[src/rtl/nts_pkg.sv]
package nts_pkg;

  localparam int unsigned BYTE_W = 8;
  localparam int unsigned WORD_W = 32;

  typedef enum logic [1:0] {
    OPM_NORMAL   = 2'b00,
    OPM_AUTOLOAD = 2'b01,
    OPM_PROGRAM  = 2'b10,
    OPM_CFGWRITE = 2'b11
  } opmode_e;

  function automatic logic size_is_legal(input logic [2:0] size);
    return (size == 3'd1) || (size == 3'd2) || (size == 3'd4);
  endfunction

  function automatic logic is_misaligned(input logic [1:0] lo, input logic [2:0] size);
    logic bad;
    bad = 1'b0;
    if (size == 3'd2) bad = lo[0];
    if (size == 3'd4) bad = (lo != 2'b00);
    return bad;
  endfunction

endpackage

[src/rtl/nts_mode_reg.sv]
module nts_mode_reg
  import nts_pkg::*;
(
  input  logic       clk,
  input  logic       rst_n,
  input  logic       wr_en,
  input  logic [7:0] wdata,
  output logic [7:0] mode_byte,
  output logic       cfg_wr_en,
  output logic       net_normal
);

  logic [7:0] mode_q;
  logic [7:0] mode_d;
  opmode_e    field;

  always_comb begin
    mode_d = mode_q;
    if (wr_en) mode_d = wdata;
  end

  always_ff @(posedge clk or negedge rst_n) begin
    if (!rst_n) mode_q <= 8'h00;
    else if (wr_en) mode_q <= mode_d;
  end

  assign field      = opmode_e'(mode_q[7:6]);
  assign cfg_wr_en  = (field == OPM_CFGWRITE);
  assign net_normal = (field == OPM_NORMAL);
  assign mode_byte  = mode_q;

  assert_cfg_follows_write_R10: assert property (@(posedge clk) disable iff (!rst_n)
    wr_en |=> (cfg_wr_en == ($past(wdata[7:6]) == 2'b11)));

  assert_normal_follows_write_R11: assert property (@(posedge clk) disable iff (!rst_n)
    wr_en |=> (net_normal == ($past(wdata[7:6]) == 2'b00)));

  assert_mode_readback_R12: assert property (@(posedge clk) disable iff (!rst_n)
    wr_en |=> (mode_byte == $past(wdata)));

  assert_mode_holds_R12: assert property (@(posedge clk) disable iff (!rst_n)
    !wr_en |=> $stable(mode_byte));

endmodule

[src/rtl/nts_status_bank.sv]
module nts_status_bank
  import nts_pkg::*;
#(
  parameter int unsigned NUM_STAT = 4,
  parameter int unsigned IDX_W    = 2
)(
  input  logic                             clk,
  input  logic                             rst_n,
  input  logic                             host_wr,
  input  logic [IDX_W-1:0]                 host_idx,
  input  logic [WORD_W-1:0]                host_wdata,
  input  logic                             upd_valid,
  input  logic [IDX_W-1:0]                 upd_idx,
  input  logic [WORD_W-1:0]                upd_data,
  output logic [NUM_STAT-1:0][WORD_W-1:0]  words
);

  logic [NUM_STAT-1:0][WORD_W-1:0] words_q;

  for (genvar g = 0; g < NUM_STAT; g++) begin : g_word
    logic              upd_hit;
    logic              host_hit;
    logic              load;
    logic [WORD_W-1:0] word_d;

    always_comb begin
      upd_hit  = upd_valid && (upd_idx == IDX_W'(g));
      host_hit = host_wr && (host_idx == IDX_W'(g));
      load     = upd_hit || host_hit;
      word_d   = words_q[g];
      if (upd_hit)       word_d = upd_data;
      else if (host_hit) word_d = host_wdata;
    end

    always_ff @(posedge clk or negedge rst_n) begin
      if (!rst_n) words_q[g] <= '0;
      else if (load) words_q[g] <= word_d;
    end
  end

  assign words = words_q;

  assert_update_lands_R8: assert property (@(posedge clk) disable iff (!rst_n)
    upd_valid |=> (words_q[$past(upd_idx)] == $past(upd_data)));

  assert_host_write_lands_R9: assert property (@(posedge clk) disable iff (!rst_n)
    (host_wr && !(upd_valid && (upd_idx == host_idx)))
      |=> (words_q[$past(host_idx)] == $past(host_wdata)));

endmodule

[src/rtl/nts_read_path.sv]
module nts_read_path
  import nts_pkg::*;
#(
  parameter int unsigned NUM_STAT = 4,
  parameter int unsigned IDX_W    = 2
)(
  input  logic                            clk,
  input  logic                            rst_n,
  input  logic                            rd_req,
  input  logic                            in_stat,
  input  logic                            in_mode,
  input  logic [IDX_W-1:0]                idx,
  input  logic [1:0]                      byte_off,
  input  logic [2:0]                      size,
  input  logic [NUM_STAT-1:0][WORD_W-1:0] words,
  input  logic [7:0]                      mode_byte,
  output logic [WORD_W-1:0]               rd_data,
  output logic                            rd_valid
);

  logic [WORD_W-1:0] sel_word;
  logic [WORD_W-1:0] shifted;
  logic [WORD_W-1:0] sel_data;
  logic              stat_ok;
  logic [WORD_W-1:0] rd_data_q, rd_data_d;
  logic              rd_valid_q, rd_valid_d;

  always_comb begin
    sel_word = words[idx];
    shifted  = sel_word >> {byte_off, 3'b000};
    stat_ok  = in_stat && size_is_legal(size) && !is_misaligned(byte_off, size);
    sel_data = '0;
    if (in_mode) begin
      sel_data = {{(WORD_W-8){1'b0}}, mode_byte};
    end else if (stat_ok) begin
      case (size)
        3'd1:    sel_data = {{(WORD_W-BYTE_W){1'b0}}, shifted[BYTE_W-1:0]};
        3'd2:    sel_data = {{(WORD_W-2*BYTE_W){1'b0}}, shifted[2*BYTE_W-1:0]};
        default: sel_data = shifted;
      endcase
    end
  end

  always_comb begin
    rd_data_d  = rd_data_q;
    if (rd_req) rd_data_d = sel_data;
    rd_valid_d = rd_req;
  end

  always_ff @(posedge clk or negedge rst_n) begin
    if (!rst_n) begin
      rd_data_q  <= '0;
      rd_valid_q <= 1'b0;
    end else begin
      rd_valid_q <= rd_valid_d;
      if (rd_req) rd_data_q <= rd_data_d;
    end
  end

  assign rd_data  = rd_data_q;
  assign rd_valid = rd_valid_q;

  assert_rdvalid_after_read_R2: assert property (@(posedge clk) disable iff (!rst_n)
    rd_req |=> rd_valid);

  assert_no_spurious_rdvalid_R2: assert property (@(posedge clk) disable iff (!rst_n)
    !rd_req |=> !rd_valid);

  assert_misaligned_zero_R6: assert property (@(posedge clk) disable iff (!rst_n)
    (rd_req && in_stat && (size == 3'd2) && byte_off[0]) |=> (rd_data == '0));

  assert_bad_size_zero_R7: assert property (@(posedge clk) disable iff (!rst_n)
    (rd_req && in_stat && (size != 3'd1) && (size != 3'd2) && (size != 3'd4))
      |=> (rd_data == '0));

  assert_unmapped_zero_R13: assert property (@(posedge clk) disable iff (!rst_n)
    (rd_req && !in_stat && !in_mode) |=> (rd_data == '0));

endmodule

[src/rtl/nic_txstat_regs.sv]
module nic_txstat_regs
  import nts_pkg::*;
#(
  parameter int unsigned ADDR_W    = 8,
  parameter int unsigned NUM_STAT  = 4,
  parameter int unsigned STAT_BASE = 'h10,
  parameter int unsigned MODE_ADDR = 'h50,
  localparam int unsigned IDX_W    = (NUM_STAT > 1) ? $clog2(NUM_STAT) : 1
)(
  input  logic              clk,
  input  logic              rst_n,
  input  logic              host_req,
  input  logic              host_we,
  input  logic [ADDR_W-1:0] host_addr,
  input  logic [2:0]        host_size,
  input  logic [31:0]       host_wdata,
  output logic [31:0]       rd_data,
  output logic              rd_valid,
  input  logic              upd_valid,
  input  logic [IDX_W-1:0]  upd_idx,
  input  logic [31:0]       upd_data,
  input  logic              rx_frame_valid,
  output logic              rx_frame_accept,
  output logic              cfg_wr_en,
  output logic              net_normal
);

  localparam logic [ADDR_W:0]   STAT_LO = (ADDR_W+1)'(STAT_BASE);
  localparam logic [ADDR_W:0]   STAT_HI = (ADDR_W+1)'(STAT_BASE + 4*NUM_STAT);
  localparam logic [ADDR_W-1:0] MODE_A  = ADDR_W'(MODE_ADDR);

  logic rst_meta_n, rst_sync_n;

  always_ff @(posedge clk or negedge rst_n) begin
    if (!rst_n) begin
      rst_meta_n <= 1'b0;
      rst_sync_n <= 1'b0;
    end else begin
      rst_meta_n <= 1'b1;
      rst_sync_n <= rst_meta_n;
    end
  end

  logic                            in_stat, in_mode;
  logic [ADDR_W-1:0]               stat_off;
  logic [IDX_W-1:0]                idx;
  logic                            rd_req, stat_wr, mode_wr;
  logic [NUM_STAT-1:0][WORD_W-1:0] words;
  logic [7:0]                      mode_byte;
  logic                            unused_ok;

  always_comb begin
    in_stat  = ({1'b0, host_addr} >= STAT_LO) && ({1'b0, host_addr} < STAT_HI);
    in_mode  = (host_addr == MODE_A);
    stat_off = host_addr - ADDR_W'(STAT_BASE);
    idx      = stat_off[IDX_W+1:2];
    rd_req   = host_req && !host_we;
    stat_wr  = host_req && host_we && in_stat;
    mode_wr  = host_req && host_we && in_mode;
  end

  assign unused_ok = ^{stat_off, host_wdata[31:8]};

  nts_mode_reg u_mode (
    .clk        (clk),
    .rst_n      (rst_sync_n),
    .wr_en      (mode_wr),
    .wdata      (host_wdata[7:0]),
    .mode_byte  (mode_byte),
    .cfg_wr_en  (cfg_wr_en),
    .net_normal (net_normal)
  );

  nts_status_bank #(.NUM_STAT(NUM_STAT), .IDX_W(IDX_W)) u_bank (
    .clk        (clk),
    .rst_n      (rst_sync_n),
    .host_wr    (stat_wr),
    .host_idx   (idx),
    .host_wdata (host_wdata),
    .upd_valid  (upd_valid),
    .upd_idx    (upd_idx),
    .upd_data   (upd_data),
    .words      (words)
  );

  nts_read_path #(.NUM_STAT(NUM_STAT), .IDX_W(IDX_W)) u_rd (
    .clk       (clk),
    .rst_n     (rst_sync_n),
    .rd_req    (rd_req),
    .in_stat   (in_stat),
    .in_mode   (in_mode),
    .idx       (idx),
    .byte_off  (host_addr[1:0]),
    .size      (host_size),
    .words     (words),
    .mode_byte (mode_byte),
    .rd_data   (rd_data),
    .rd_valid  (rd_valid)
  );

  assign rx_frame_accept = rx_frame_valid && net_normal;

  assert_frame_dropped_off_normal_R11: assert property (@(posedge clk) disable iff (!rst_sync_n)
    (mode_byte[7:6] != 2'b00) |-> !rx_frame_accept);

  assert_cfg_exclusive_R10: assert property (@(posedge clk) disable iff (!rst_sync_n)
    !(cfg_wr_en && net_normal));

endmodule

[config.mk]
export PLATFORM = sky130hd
export DESIGN_NAME = nic_txstat_regs
export DESIGN_NICKNAME = d
export VERILOG_FILES = /design/src/rtl/nts_pkg.sv /design/src/rtl/nts_mode_reg.sv /design/src/rtl/nts_status_bank.sv /design/src/rtl/nts_read_path.sv /design/src/rtl/nic_txstat_regs.sv
export SDC_FILE = /design/constraint.sdc
export NUM_CORES = 1
export LEC_CHECK = 0
export BUFFER_PORTS_ARGS = -buffer_cell sky130_fd_sc_hd__buf_2
export CAP_MARGIN = 20
export CORE_AREA = 5 5 166 104
export DETAILED_ROUTE_END_ITERATION = 6
export DIE_AREA = 0 0 171 109
export HOLD_SLACK_MARGIN = 0.06
export PLACE_DENSITY = 0.79
export SLEW_MARGIN = 10
export SYNTH_ARGS = -nofsm -noshare
export SYNTH_HDL_FRONTEND = slang
export SYNTH_SLANG_ARGS = --single-unit
[constraint.sdc]
create_clock -name clk -period 6.9 [get_ports clk]
set_input_delay 0.345 -clock clk [delete_from_list [all_inputs] [get_ports clk]]
set_output_delay 0.345 -clock clk [all_outputs]
set_load 0.02 [all_outputs]
==> results.md <==
- Total Routing Usage GR: 0.267
- DP HPWL: 16.2 mm
- Routability congestion estimate: 0.856
- CTS H-tree lvls: 4
- Maximum vdd drop: 130 uV
- Avg Inst Size Synth: 10.8 um2
- Ys async rst share: 1.00
- Area of the die: 18600 um2
- Initial core utilization: 0.560
- Area Overhead vs Synth: 15.2%
- Post-synthesis register bit count: 171
- Slowest cell on the critical path: buf_4
- Register-to-Register Path Depth: 4
- CTS tree: built
- Setup Total Neg Slack: 0 ns
- TritonCTS Buffers: 17
- Largest net degree at the start of global routing: 81
- Insertion delay to the later sink of the worst-skew pair: 0.42 ns
- Power Dens Cells: 252 nW/um2
- Synthesized area: 8800 um2
- Crit path kind: input port to flop
- Period utilization: 0.351
- DRT iter0 DRCs: 641
- Hold slack final: 0.198 ns
- FP Rows: 36
- Post-Syn Nets: 897
- First-pass GRT wire length: 37.9 mm
- CP max stage delay: 0.59 ns
- Synthesized instance count: 814
- Nets@finish: 987
- Die X: 171 um
- Least-Margin Pin Slew: 0.928 ns
- Antenna Cells: 0
- Most common cell after layout, fill and taps aside: dfrtp_1
- Max-slew violation count: 0
- Synth warnings: 0
- Period minus WS final: 2.42 ns
- Non-Filler Instances: 1126
- Worst Path Required: 7.20 ns
- Seq/Total Area, Yosys: 0.486
- Number of synthesized flops with an enable pin: 0
- Max Root-Sink Buffers: 2
- Total iterations of the first detailed-routing run: 5
- Status: complete, no violations
- Reg2Reg Launch Point: u_bank.words[75]
- Boundary Pins: 119
- Slew margin rel.: 0.380
- DR WL/cell: 21.5 um
- Final Hold Fails: 0
- Share of cells above drive strength 1: 0.240
- Top_reg_cell synth: dfrtp_1
- Vias in the first global route: 6600
- FF-to-FF End: u_rd.rd_data[3]
- Leakage: 5.12 nW
- Routed vias/inst: 6.07
- Max Clk Rate: 413 MHz
- Crit start category: input port
- Clock sink count: 171
- Endpoints failing setup: 0
- Filler cells: 1250
- Most used cells in the layout excluding fill and tap cells: dfrtp_1 (170), mux2i_1 (168), nand2_1 (121)
- Worst reg2reg setup slack: 5.12 ns
- RSZ-0062 raised after global routing: false
- Initial antenna violation count: 3
- Synth cell types: 35
- Utilization after layout: 0.645
- WL final: 24.2 mm
- Placed Area: 9550 um2
- Core Area: 15700 um2
- Post-Place Worst Slack: 4.10 ns
- Max_cap viols: 0
- Critical path arrival: 2.73 ns
- GRT overflow: 0
- Worst-path clk slew: 0.07 ns
- Critical Path End Type: flop
- Vias: 6840
- Tot Pwr: 2.56 mW
- Final Instance Area: 10100 um2
- Post-DRT Antenna Nets: 0
- Cell count after placement: 1091
- Hold Crit Class: flop to async pin
- Buffers on Ports: 118
- Die Ht: 109 um
- Clock skew: 0.00776 ns
- Post-route DRC: 0
- Crit-path cells: buf_2, buf_4, nor2_1, and4_1, nand2_1, mux2_2
- Multi-input logic area: 4320 um2
- Crit-path max FO: 32
- Seq. cell area: 4280 um2
- Clk root buf: clkbuf_16
- Setup ws final: 4.48 ns
## registers in the layout (all words and copies together) (netlist names)
signal	flops
u_bank.words	128
u_rd.rd_data	32
u_mode.mode_byte	8
rst_meta_n	1
rst_sync_n	1
u_rd.rd_valid	1
## critical path, delay by kind of cell
family | cells | cell delay (ns)
buf+inv | 2 | 1.07
mux | 1 | 0.39
simple gates | 3 | 0.89
## power breakdown
part / internal [mW] / switching, mW
combinational: 0.201 / 0.267
clock: 0.462 / 0.411
sequential: 1.14 / 0.0800
## Yosys cell counts, types with 8 or more instances
master    instances  area, um2
a21oi_1          32        160
a221o_1           8       80.1
buf_1             8       30.0
buf_2            16       80.1
clkbuf_1         38        143
dfrtp_1         171       4280
mux2_2           24        270
mux2i_1         168       1680
mux4_2           24        541
nand2_1         121        454
nand3_1           9       45.0
nor2_1           43        161
o211ai_1          9       67.6
o21ai_0         102        510
o21ai_1          10       50.1
## final cells by class
type,count,area share
clock inverter,13,0.00938
clock buffer,19,0.0427
multi-input combinational,579,0.426
sequential,171,0.422
tap,209,0.0258
inverter,2,0.000741
timing repair buffer,133,0.0728
## worst max-delay path by stage
stage / endpoint / slack (ns) / cells past startpoint / start
2_1_floorplan: u_bank.words[0] / 1.78 / 0 / rst_sync_n
3_3_place_gp: u_rd.rd_data[17] / 4.16 / 5 / host_addr[5]
3_5_place_dp: u_bank.words[16] / 4.10 / 6 / host_addr[3]
4_1_cts: u_bank.words[28] / 4.49 / 6 / host_addr[3]
5_1_grt: u_bank.words[28] / 4.41 / 6 / host_addr[3]
6_report: u_mode.mode_byte[1] / 4.48 / 6 / host_addr[3]
## logic make-up (layout without fill, tap and decap cells)
kind of cell | after synthesis | count (layout) | share of synthesized area
AO/OA/AOI/OAI | 167 | 167 | 0.105
buffers and inverters | 64 | 167 | 0.0296
flip-flops | 171 | 171 | 0.486
other | 1 | 1 | 0.000426
AND/OR/NAND/NOR | 195 | 195 | 0.0956
multiplexers | 216 | 216 | 0.283
## timing repair
action / CTS / global route
resized for setup: 0 / 0
buffers inserted: 0 / 0
hold buffers: 1 / 0
setup endpoints to repair: 0 / 0
hold endpoints to repair: 2 / 0
## metal layers
layer	track usage	routed length [um]	up-vias
li1	-	-	3098
met1	0.415	11000	3357
met2	0.363	10000	349
met3	0.0870	2950	30
met4	0.0605	248	6
met5	0	46	-
Power figures use the tool's default switching activity.
